### src/rtl/pmic_arb_pkg.sv
package pmic_arb_pkg;
  localparam int WIN_LG2 = 15;
  localparam int TBL_W   = 7;

  localparam logic [WIN_LG2-1:0] OFS_CMD  = 15'h0000;
  localparam logic [WIN_LG2-1:0] OFS_CFG  = 15'h0004;
  localparam logic [WIN_LG2-1:0] OFS_STAT = 15'h0008;
  localparam logic [WIN_LG2-1:0] OFS_WDAT = 15'h0010;
  localparam logic [WIN_LG2-1:0] OFS_RDAT = 15'h0018;

  localparam logic [1:0] ST_IDLE = 2'd0;
  localparam logic [1:0] ST_OK   = 2'd1;
  localparam logic [1:0] ST_FAIL = 2'd2;

  typedef struct packed {
    logic       we;
    logic [3:0] sid;
    logic [7:0] pid;
    logic [7:0] off;
    logic [7:0] data;
  } slv_req_t;
endpackage

### src/rtl/pmic_arb_chan.sv
module pmic_arb_chan
  import pmic_arb_pkg::*;
(
  input  logic        clk,
  input  logic        rst,
  input  logic        cmd_wr,
  input  logic        cfg_wr,
  input  logic        wd_wr,
  input  logic [31:0] wdata,
  input  logic        grant,
  input  logic        done,
  input  logic        done_err,
  input  logic [7:0]  done_rdata,
  output logic        pending,
  output logic        busy,
  output logic [1:0]  status,
  output logic [31:0] cfg,
  output logic [7:0]  wbyte,
  output logic [7:0]  rbyte,
  output slv_req_t    req
);
  logic [4:0] opc;
  logic [6:0] sid_w;
  logic [3:0] cnt;
  logic       accept, legal;

  assign opc    = wdata[31:27];
  assign sid_w  = wdata[26:20];
  assign cnt    = wdata[3:0];
  assign accept = cmd_wr && !busy;
  assign legal  = (opc <= 5'd1) && (cnt == 4'd1) && (sid_w < 7'd16);

  always_ff @(posedge clk) begin
    if (rst) begin
      pending <= 1'b0;
      busy    <= 1'b0;
      status  <= ST_IDLE;
      cfg     <= '0;
      wbyte   <= '0;
      rbyte   <= '0;
      req     <= '0;
    end else begin
      if (cfg_wr) cfg <= wdata;
      if (wd_wr)  wbyte <= wdata[7:0];
      if (accept) begin
        req.we   <= (opc == 5'd0);
        req.sid  <= sid_w[3:0];
        req.pid  <= wdata[19:12];
        req.off  <= wdata[11:4];
        req.data <= wbyte;
        if (legal) begin
          busy    <= 1'b1;
          pending <= 1'b1;
          status  <= ST_IDLE;
        end else begin
          status  <= ST_FAIL;
        end
      end else begin
        if (grant) pending <= 1'b0;
        if (done) begin
          busy   <= 1'b0;
          status <= done_err ? ST_FAIL : ST_OK;
          if (!done_err && !req.we) rbyte <= done_rdata;
        end
      end
    end
  end
endmodule

### src/rtl/pmic_arb_issue.sv
module pmic_arb_issue
  import pmic_arb_pkg::*;
#(
  parameter int NUM_CH = 4,
  parameter int CHW    = 2
) (
  input  logic                  clk,
  input  logic                  rst,
  input  logic [NUM_CH-1:0]     pending,
  input  slv_req_t [NUM_CH-1:0] reqs,
  output logic [NUM_CH-1:0]     grant,
  output logic [NUM_CH-1:0]     done,
  output logic                  sl_req,
  output slv_req_t              sl_fields,
  input  logic                  sl_rsp
);
  logic           out_q;
  logic [CHW-1:0] act_q, pick;
  logic           any;

  always_comb begin
    any  = 1'b0;
    pick = '0;
    for (int i = NUM_CH - 1; i >= 0; i--) begin
      if (pending[i]) begin
        any  = 1'b1;
        pick = CHW'(i);
      end
    end
    grant = '0;
    if (!out_q && any) grant[pick] = 1'b1;
    done = '0;
    if (out_q && sl_rsp) done[act_q] = 1'b1;
  end

  always_ff @(posedge clk) begin
    if (rst) begin
      out_q     <= 1'b0;
      act_q     <= '0;
      sl_req    <= 1'b0;
      sl_fields <= '0;
    end else begin
      sl_req <= 1'b0;
      if (!out_q && any) begin
        sl_req    <= 1'b1;
        out_q     <= 1'b1;
        act_q     <= pick;
        sl_fields <= reqs[pick];
      end else if (out_q && sl_rsp) begin
        out_q <= 1'b0;
      end
    end
  end
endmodule

### src/rtl/pmic_arb_map.sv
module pmic_arb_map
  import pmic_arb_pkg::*;
#(
  parameter int                  NUM_CH = 4,
  parameter logic [NUM_CH*12-1:0] CH_MAP = '0
) (
  input  logic [TBL_W-1:0] idx,
  output logic [31:0]      word
);
  always_comb begin
    word = '0;
    for (int i = 0; i < NUM_CH; i++) begin
      if (idx == TBL_W'(i))
        word = {12'h000, CH_MAP[i*12+8 +: 4], CH_MAP[i*12 +: 8], 8'h00};
    end
  end
endmodule

### src/rtl/pmic_arb_front.sv
module pmic_arb_front
  import pmic_arb_pkg::*;
#(
  parameter int                   NUM_CH = 4,
  parameter int                   ADDR_W = 24,
  parameter logic [NUM_CH*12-1:0] CH_MAP = 48'h1200C20C10C0
) (
  input  logic              clk,
  input  logic              rst,
  input  logic              bus_wr,
  input  logic              bus_rd,
  input  logic [ADDR_W-1:0] bus_addr,
  input  logic [31:0]       bus_wdata,
  output logic [31:0]       bus_rdata,
  output logic              bus_rvalid,
  output logic              sl_req,
  output logic              sl_we,
  output logic [3:0]        sl_sid,
  output logic [7:0]        sl_pid,
  output logic [7:0]        sl_off,
  output logic [7:0]        sl_wdata,
  input  logic              sl_rsp,
  input  logic              sl_err,
  input  logic [7:0]        sl_rdata
);
  localparam int CHW   = (NUM_CH > 1) ? $clog2(NUM_CH) : 1;
  localparam int SEL_W = ADDR_W - 1 - WIN_LG2;

  logic               tbl_hit, ch_ok;
  logic [SEL_W-1:0]   chsel;
  logic [CHW-1:0]     chi;
  logic [WIN_LG2-1:0] ofs;
  logic [31:0]        map_word, rd_next;
  slv_req_t           fields;

  logic [NUM_CH-1:0]        cmd_wr_v, cfg_wr_v, wd_wr_v;
  logic [NUM_CH-1:0]        pend_v, busy_v, grant_v, done_v;
  logic [NUM_CH-1:0][1:0]   status_v;
  logic [NUM_CH-1:0][31:0]  cfg_v;
  logic [NUM_CH-1:0][7:0]   wbyte_v, rbyte_v;
  slv_req_t [NUM_CH-1:0]    req_v;

  assign tbl_hit = bus_addr[ADDR_W-1] && (bus_addr[ADDR_W-2:9] == '0);
  assign chsel   = bus_addr[ADDR_W-2:WIN_LG2];
  assign ch_ok   = !bus_addr[ADDR_W-1] && (int'(chsel) < NUM_CH);
  assign chi     = CHW'(chsel);
  assign ofs     = bus_addr[WIN_LG2-1:0];

  for (genvar g = 0; g < NUM_CH; g++) begin : g_chan
    logic sel;
    assign sel         = bus_wr && ch_ok && (chi == CHW'(g));
    assign cmd_wr_v[g] = sel && (ofs == OFS_CMD);
    assign cfg_wr_v[g] = sel && (ofs == OFS_CFG);
    assign wd_wr_v[g]  = sel && (ofs == OFS_WDAT);

    pmic_arb_chan u_chan (
      .clk        (clk),
      .rst        (rst),
      .cmd_wr     (cmd_wr_v[g]),
      .cfg_wr     (cfg_wr_v[g]),
      .wd_wr      (wd_wr_v[g]),
      .wdata      (bus_wdata),
      .grant      (grant_v[g]),
      .done       (done_v[g]),
      .done_err   (sl_err),
      .done_rdata (sl_rdata),
      .pending    (pend_v[g]),
      .busy       (busy_v[g]),
      .status     (status_v[g]),
      .cfg        (cfg_v[g]),
      .wbyte      (wbyte_v[g]),
      .rbyte      (rbyte_v[g]),
      .req        (req_v[g])
    );
  end

  pmic_arb_issue #(.NUM_CH(NUM_CH), .CHW(CHW)) u_issue (
    .clk       (clk),
    .rst       (rst),
    .pending   (pend_v),
    .reqs      (req_v),
    .grant     (grant_v),
    .done      (done_v),
    .sl_req    (sl_req),
    .sl_fields (fields),
    .sl_rsp    (sl_rsp)
  );

  pmic_arb_map #(.NUM_CH(NUM_CH), .CH_MAP(CH_MAP)) u_map (
    .idx  (bus_addr[TBL_W+1:2]),
    .word (map_word)
  );

  assign sl_we    = fields.we;
  assign sl_sid   = fields.sid;
  assign sl_pid   = fields.pid;
  assign sl_off   = fields.off;
  assign sl_wdata = fields.data;

  always_comb begin
    rd_next = '0;
    if (tbl_hit) begin
      rd_next = map_word;
    end else if (ch_ok) begin
      case (ofs)
        OFS_CFG:  rd_next = cfg_v[chi];
        OFS_STAT: rd_next = {30'd0, status_v[chi]};
        OFS_WDAT: rd_next = {24'd0, wbyte_v[chi]};
        OFS_RDAT: rd_next = {24'd0, rbyte_v[chi]};
        default:  rd_next = '0;
      endcase
    end
  end

  always_ff @(posedge clk) begin
    if (rst) begin
      bus_rdata  <= '0;
      bus_rvalid <= 1'b0;
    end else begin
      bus_rvalid <= bus_rd;
      if (bus_rd) bus_rdata <= rd_next;
    end
  end
endmodule

### config.mk
export PLATFORM = sky130hd
export DESIGN_NAME = pmic_arb_front
export DESIGN_NICKNAME = d
export VERILOG_FILES = /design/src/rtl/pmic_arb_pkg.sv /design/src/rtl/pmic_arb_chan.sv /design/src/rtl/pmic_arb_issue.sv /design/src/rtl/pmic_arb_map.sv /design/src/rtl/pmic_arb_front.sv
export SDC_FILE = /design/constraint.sdc
export NUM_CORES = 1
export LEC_CHECK = 0
export ABC_AREA = 1
export BUFFER_PORTS_ARGS = -buffer_cell sky130_fd_sc_hd__buf_2
export CORE_MARGIN = 2
export CORE_UTILIZATION = 54
export DETAILED_ROUTE_END_ITERATION = 10
export PLACE_DENSITY = 0.71
export SYNTH_ARGS = -nofsm -noshare
export SYNTH_HDL_FRONTEND = slang
export SYNTH_SLANG_ARGS = --single-unit
### constraint.sdc
create_clock -name clk -period 4.6 [get_ports clk]
set_clock_uncertainty 0.15 [all_clocks]
set_input_delay 0.46 -clock clk [delete_from_list [all_inputs] [get_ports clk]]
set_output_delay 0.46 -clock clk [all_outputs]
set_load 0.03 [all_outputs]
# Word-level counts from Yosys, hierarchy flattened
# Index checks and enable logic that the tools add are counted.
[word_totals]
inputBits = 70
regBits = 390
elab_cells = 212
output_inout_bits = 63
[op_classes]
n_reduce_logical = 70
magnitude_cmp = 8
mux = 61
bitwise_logic = 4
n_eq_ne = 15
[ops]
columns = ["operator", "n"]
rows = [
  ["$pmux 32 s4", 1],
  ["$mux 32", 3],
  ["$bmux 32 s2", 1],
  ["$bmux 29 s2", 1],
  ["$mux 16", 3],
  ["$logic_and 1x1->1", 33],
  ["$bmux 8 s2", 2],
  ["$eq 15x5->1 const B", 2],
  ["$mux 2", 15],
  ["$mux 29", 1],
  ["$mux 1", 26],
  ["$reduce_bool 2->1", 9],
  ["$mux 17", 1],
  ["$mux 8", 2],
  ["$reduce_and 2->1", 8],
  ["$eq 15x3->1 const B", 1],
  ["$eq 15x4->1 const B", 1],
  ["$logic_not 15->1", 1],
  ["$eq 7x2->1 const B", 2],
  ["$logic_not 14->1", 1],
  ["$reduce_and 3->1", 4],
  ["$logic_not 1->1", 11],
  ["$lt 2x3->1 const B", 3],
  ["$lt 8x3->1 const B", 1],
  ["other kinds (15)", 25],
]

# Longest topological paths before layout
[depth]
depth_word = 11
mapped_depth = 11
depth_no_buf = 10

# Modules after synthesis
# A second synthesis with hierarchy kept.
[unflattened]
hier_cells = 2799
area_unflattened_um2 = 18726.7
[modules_own_cells]
columns = ["mod", "cells_each", "seq_area_each_um2", "area_per_inst_um2", "instances"]
rows = [
  ["pmic_arb_chan", 368, 1621.6, 2930.3, 4],
  ["pmic_arb_front", 744, 660.6, 3846.2, 1],
  ["pmic_arb_issue", 536, 660.6, 2870.3, 1],
  ["pmic_arb_map", 47, 0.0, 289.0, 1],
]

# Worst setup path before layout
# OpenSTA, ideal clock, no wires.
[synth_timing]
path_kind = "input -> register"
start = "input bus_addr[17]"
end = "register g_chan[2].u_chan.req[0] (netlist bit)"
path_buffers = 2
slack_ns = 2.675
t_arrival_ns = 1.659
required_time_ns = 4.334
setup_ns = 0.116
path_stages = 9
cell_sequence = "or2_1 nor2_4 nand3_4 nor2_4 nand2_2 buf_2 buf_2 nor2_1 nor2_1"
[synth_via]
elab_chain_cells = 6
[synth_rtl]
columns = ["element", "line", "rtl"]
rows = [
  ["from (decl)", "pmic_arb_front.sv:12", "input logic [ADDR_W-1:0] bus_addr,"],
  ["$lt 8x3->1", "pmic_arb_front.sv:45", "assign ch_ok = !bus_addr[ADDR_W-1] && (int'(chsel) < NUM_CH);"],
  ["$logic_and 1x1->1", "pmic_arb_front.sv:45", ""],
  ["$logic_and 1x1->1 (2 in series)", "pmic_arb_front.sv:51", "assign sel = bus_wr && ch_ok && (chi == CHW'(g));"],
  ["$logic_and 1x1->1", "pmic_arb_front.sv:52", "assign cmd_wr_v[g] = sel && (ofs == OFS_CMD);"],
  ["$logic_and 1x1->1", "pmic_arb_chan.sv:30", "assign accept = cmd_wr && !busy;"],
  ["to (decl)", "pmic_arb_chan.sv:20", "output slv_req_t req"],
]
# No other way between the ends.
# A chain may end at the register's enable or synchronous reset.

# Worst setup path after layout
[layout_timing]
start = "input bus_addr[16]"
end = "register g_chan[1].u_chan.status[1]"
[layout_via]
elab_chain_cells = 7
elab_cells_between_ends = 9
classes_between = "1 x order compare; 1 x eq/ne; 1 x mux; 6 x reduce/logical"
[layout_rtl]
columns = ["element", "line", "rtl"]
rows = [
  ["$lt 8x3->1", "pmic_arb_front.sv:45", ""],
  ["$logic_and 1x1->1", "pmic_arb_front.sv:45", ""],
  ["$logic_and 1x1->1", "pmic_arb_front.sv:51", ""],
  ["$logic_and 1x1->1 *", "pmic_arb_front.sv:51", ""],
  ["$logic_and 1x1->1 *", "pmic_arb_front.sv:52", ""],
  ["$logic_and 1x1->1 *", "pmic_arb_chan.sv:30", ""],
  ["$mux 2 or $reduce_bool 2->1 (tied branches)", "-", ""],
  ["to (signal assigned)", "pmic_arb_chan.sv:62", "status <= done_err ? ST_FAIL : ST_OK;"],
  ["to (decl)", "pmic_arb_chan.sv:16", "output logic [1:0] status,"],
]
# Every way passes the cells marked *; elsewhere a longest branch is shown, timed or not.

==> results.py <==
metrics = {
    "pwr": {
        "ir_drop_mv": 0.2949,
        "sw_frac_of_total_pct": 21.96,
        "p_seq_share_pct": 47.8,
        "pwr-share-clk_pct": 48.3,
        "power.total_mw": 7.069,
        "p_switching_mw": 1.552,
        "combPwrFrac_pct": 3.8,
        "p_per_area_nw_per_um2": 381.1,
        "leakage_nw": 7.420,
        "p_int_mw": 5.517,
    },
    "logic_synthesis": {
        "synth_adder_area_share_pct": 0,
        "yosys_warnings": 0,
        "syn_avg_cell_area_um2": 7.050,
        "synth_compound_gate_area_share_pct": 18.64,
        "syn_area_um2": 16460,
        "synthSimpleGateAreaFrac_pct": 25.54,
        "synth_top_family_by_area": "simple AND/OR/NAND/NOR gates",
        "synth_xor_area_share_pct": 0,
        "synthArstFlopShare_pct": 0,
        "synthMuxAreaShare_pct": 0,
        "synth_ff_type": "dfxtp_1",
        "synthesis.nets": 2405,
        "synthCells": 2335,
        "synth-seq-cells": 390,
        "ys_seq_area_share_pct": 47.43,
        "synth.distinct_cells": 36,
        "synth-edff-count": 0,
    },
    "timing": {
        "max_freq_mhz": 411.4,
        "setup_slack_ns": 2.169,
        "drv_slew": 0,
        "setup_viol": 0,
        "hold_viol_final": 0,
        "setup_tns_ns": 0,
        "tightest_slew_ns": 1.044,
        "grt_setup_unrepaired": "no",
        "min_period_ns": 2.431,
        "slew_headroom_pct": 30.31,
        "fin_crit_sh_pct": 52.84,
        "whs_ns": 0.09087,
    },
    "global_routing": {
        "grt_pass1_wl_um": 77440,
        "track_usage_pct": 30.83,
        "grt_max_degree": 150,
        "grt_overflow": 0,
        "antenna_found_initial": 0,
        "grt_pass1_vias": 14364,
    },
    "clock_tree": {
        "hold_buffers": 0,
        "cts-resized-gates": 0,
        "cts_tree": "built",
        "cts_setup_buffers": 0,
        "cts_root_buf": "clkbuf_16",
        "cts_sinks": 390,
        "numCtsBuffers": 41,
        "clkTransAtPathRegs_ns": 0.07,
        "clk_latency_ns": 0.53,
        "htree_levels": 2,
        "clock_path_buffers": 3,
    },
    "route": {
        "routedWlPerCell_um": 17.52,
        "drc": 0,
        "totalWireLength_um": 49130,
        "via_per_inst": 5.540,
        "postRouteAntennaNets": 0,
        "firstDrtPassIters": 6,
        "drt_first_iter_violations": 1253,
        "vias": 15535,
    },
    "die": {
        "ios": 133,
        "row_count": 63,
        "start_util_pct": 55.24,
        "die_h_um": 178.6,
        "die_w_um": 178.6,
        "die_area_um2": 31900,
        "core_area_um2": 29800,
    },
    "worst_setup_path": {
        "cp.buffers_inverters": 3,
        "cpMostUsedCell": "nand2_1",
        "cp-start-kind": "input port",
        "crit_family": "simple AND/OR/NAND/NOR gates",
        "crit_arrival_ns": 2.70,
        "required_ns": 4.87,
        "cp_slowest_cell": "inv_2",
        "critPathKind": "input port to flop",
        "end_kind": "flop",
        "worstPathCellList": "buf_2 > inv_1 > nand2_1 > nor2_4 > nand2_2 > inv_2 > nand2_1 > nand2_1 > nor2_1",
        "cp_max_fo": 32,
        "slowest_delay_ns": 0.58,
    },
    "place": {
        "port_buffers": 132,
        "place_hpwl_um": 31210,
        "dpl_worst_slack_ns": 1.693,
        "post_dp_cell_area_um2": 17160,
        "place_congestion": 0.9426,
    },
    "flow_run": {
        "cap_viol_max_count": 0,
    },
    "finish": {
        "area.growth.synth_to_final_pct": 12.68,
        "diodes": 0,
        "stdcell_area_um2": 18550,
        "drive_gt1_share_pct": 11.18,
        "nets": 2456,
    },
    "status": {
        "status": "complete, no violations",
    },
    "min_path": {
        "min_path_type": "input port to flop",
    },
}
[cell families after synthesis]
family | count (synthesis)
flip-flops | 390
buffers and inverters | 338
AND/OR/NAND/NOR | 1021
AO/OA/AOI/OAI | 586
[cell usage after synthesis (2+ instances only)]
cell type,n,share of area [%]
a211oi_1,4,0.18
a21oi_1,173,5.3
a221oi_1,2,0.11
a22oi_1,25,1.1
and3_1,2,0.076
buf_2,34,1.0
buf_4,10,0.46
buf_6,4,0.27
clkbuf_1,96,2.2
clkinv_1,5,0.11
clkinv_2,2,0.061
dfxtp_1,390,47
inv_1,177,4.0
inv_2,9,0.21
nand2_1,343,7.8
nand2_2,9,0.34
nand2_4,2,0.14
nand3_1,57,1.7
nand3b_1,3,0.14
nand4_1,38,1.4
nor2_1,534,12
nor2_2,18,0.68
nor2_4,6,0.41
nor3_1,2,0.061
nor3_4,2,0.20
o211ai_1,20,0.91
o21ai_0,309,9.4
o21ai_1,51,1.6
[layer usage]
| metal | up-vias | global-route usage (%) | routed length, um |
|---|---|---|---|
| li1 | 7659 | - | - |
| met1 | 7142 | 41.43 | 21300 |
| met2 | 620 | 50.79 | 22630 |
| met3 | 114 | 4.135 | 3608 |
| met4 | 0 | 10.98 | 1596 |
| met5 | - | 0 | 0 |
[registers in the layout, indices dropped and copies added, names as in the netlist]
signal	count
g_chan.u_chan.wbyte	32
u_issue.sl_req	1
bus_rdata	32
u_issue.sl_fields	29
g_chan.u_chan.status	8
g_chan.u_chan.rbyte	32
g_chan.u_chan.cfg	128
g_chan.u_chan.busy	4
u_issue.act_q	2
g_chan.u_chan.pending	4
bus_rvalid	1
g_chan.u_chan.req	116
u_issue.out_q	1
[placed cells by master (no fill, tap or decap), types with 9 or more instances in the layout]
| master | netlist | final |
|---|---|---|
| nand2_1 | 343 | 342 |
| clkbuf_1 | 96 | 9 |
| a22oi_1 | 25 | 25 |
| o21ai_0 | 309 | 309 |
| clkbuf_16 | 0 | 43 |
| nand2_2 | 9 | 10 |
| a21oi_1 | 173 | 173 |
| buf_2 | 34 | 132 |
| o21ai_1 | 51 | 51 |
| inv_2 | 9 | 9 |
| nor2_1 | 534 | 532 |
| nand3_1 | 57 | 57 |
| dfxtp_1 | 390 | 390 |
| buf_4 | 10 | 19 |
| o211ai_1 | 20 | 20 |
| clkbuf_8 | 0 | 9 |
| nand4_1 | 38 | 38 |
| inv_1 | 177 | 176 |
| nor2_2 | 18 | 18 |
[through the flow]
step,cells,utilization [%]
CTS,2804,62.25
global route,2804,62.25
detailed placement,2733,57.59
floorplan,2335,-
finish,2804,62.25
global placement,2733,57.59
[power groups by stage]
stage          Combinational [mW]  Sequential, mW  Clock (mW)
2_1_floorplan               0.137            3.46           0
3_3_place_gp                0.262            3.46           0
3_5_place_dp                0.264            3.46           0
4_1_cts                     0.265            3.38        3.44
5_1_grt                     0.294            3.38        3.58
6_report                    0.271            3.38        3.42
[worst reg2reg max path, cell delays in order, from the launching register on]
cell	delay, ns
dfxtp_1	0.35
nand2_1	0.07
inv_1	0.12
nand3_1	0.18
nor2_1	0.70
nand3_1	0.43
nand2_1	0.15
inv_1	0.05
nor2_1	0.09
[worst paths after layout]
| path | start | to | slack (ns) | depth (start not counted) |
|---|---|---|---|---|
| worst max-delay path | bus_addr[16] | g_chan[1].u_chan.status[1] | 2.17 | 9 |
| worst min-delay path | sl_rsp | u_issue.out_q | 0.09 | 4 |
| worst max register to register | u_issue.out_q | g_chan[3].u_chan.rbyte[0] | 2.26 | 8 |
| worst min register to register | g_chan[1].u_chan.cfg[5] | g_chan[1].u_chan.cfg[5] | 0.30 | 2 |
[layout make-up]
type	instances	area (um2)
clock inverters	10	153.9
flip-flops and latches	390	7807
inverters	193	732.0
repair buffers	153	843.3
clock buffers	61	1234
fillers	2747	11250
multi-input cells	1607	7289
well taps	390	488.0
Note: power is estimated with default switching activity, not from simulation.
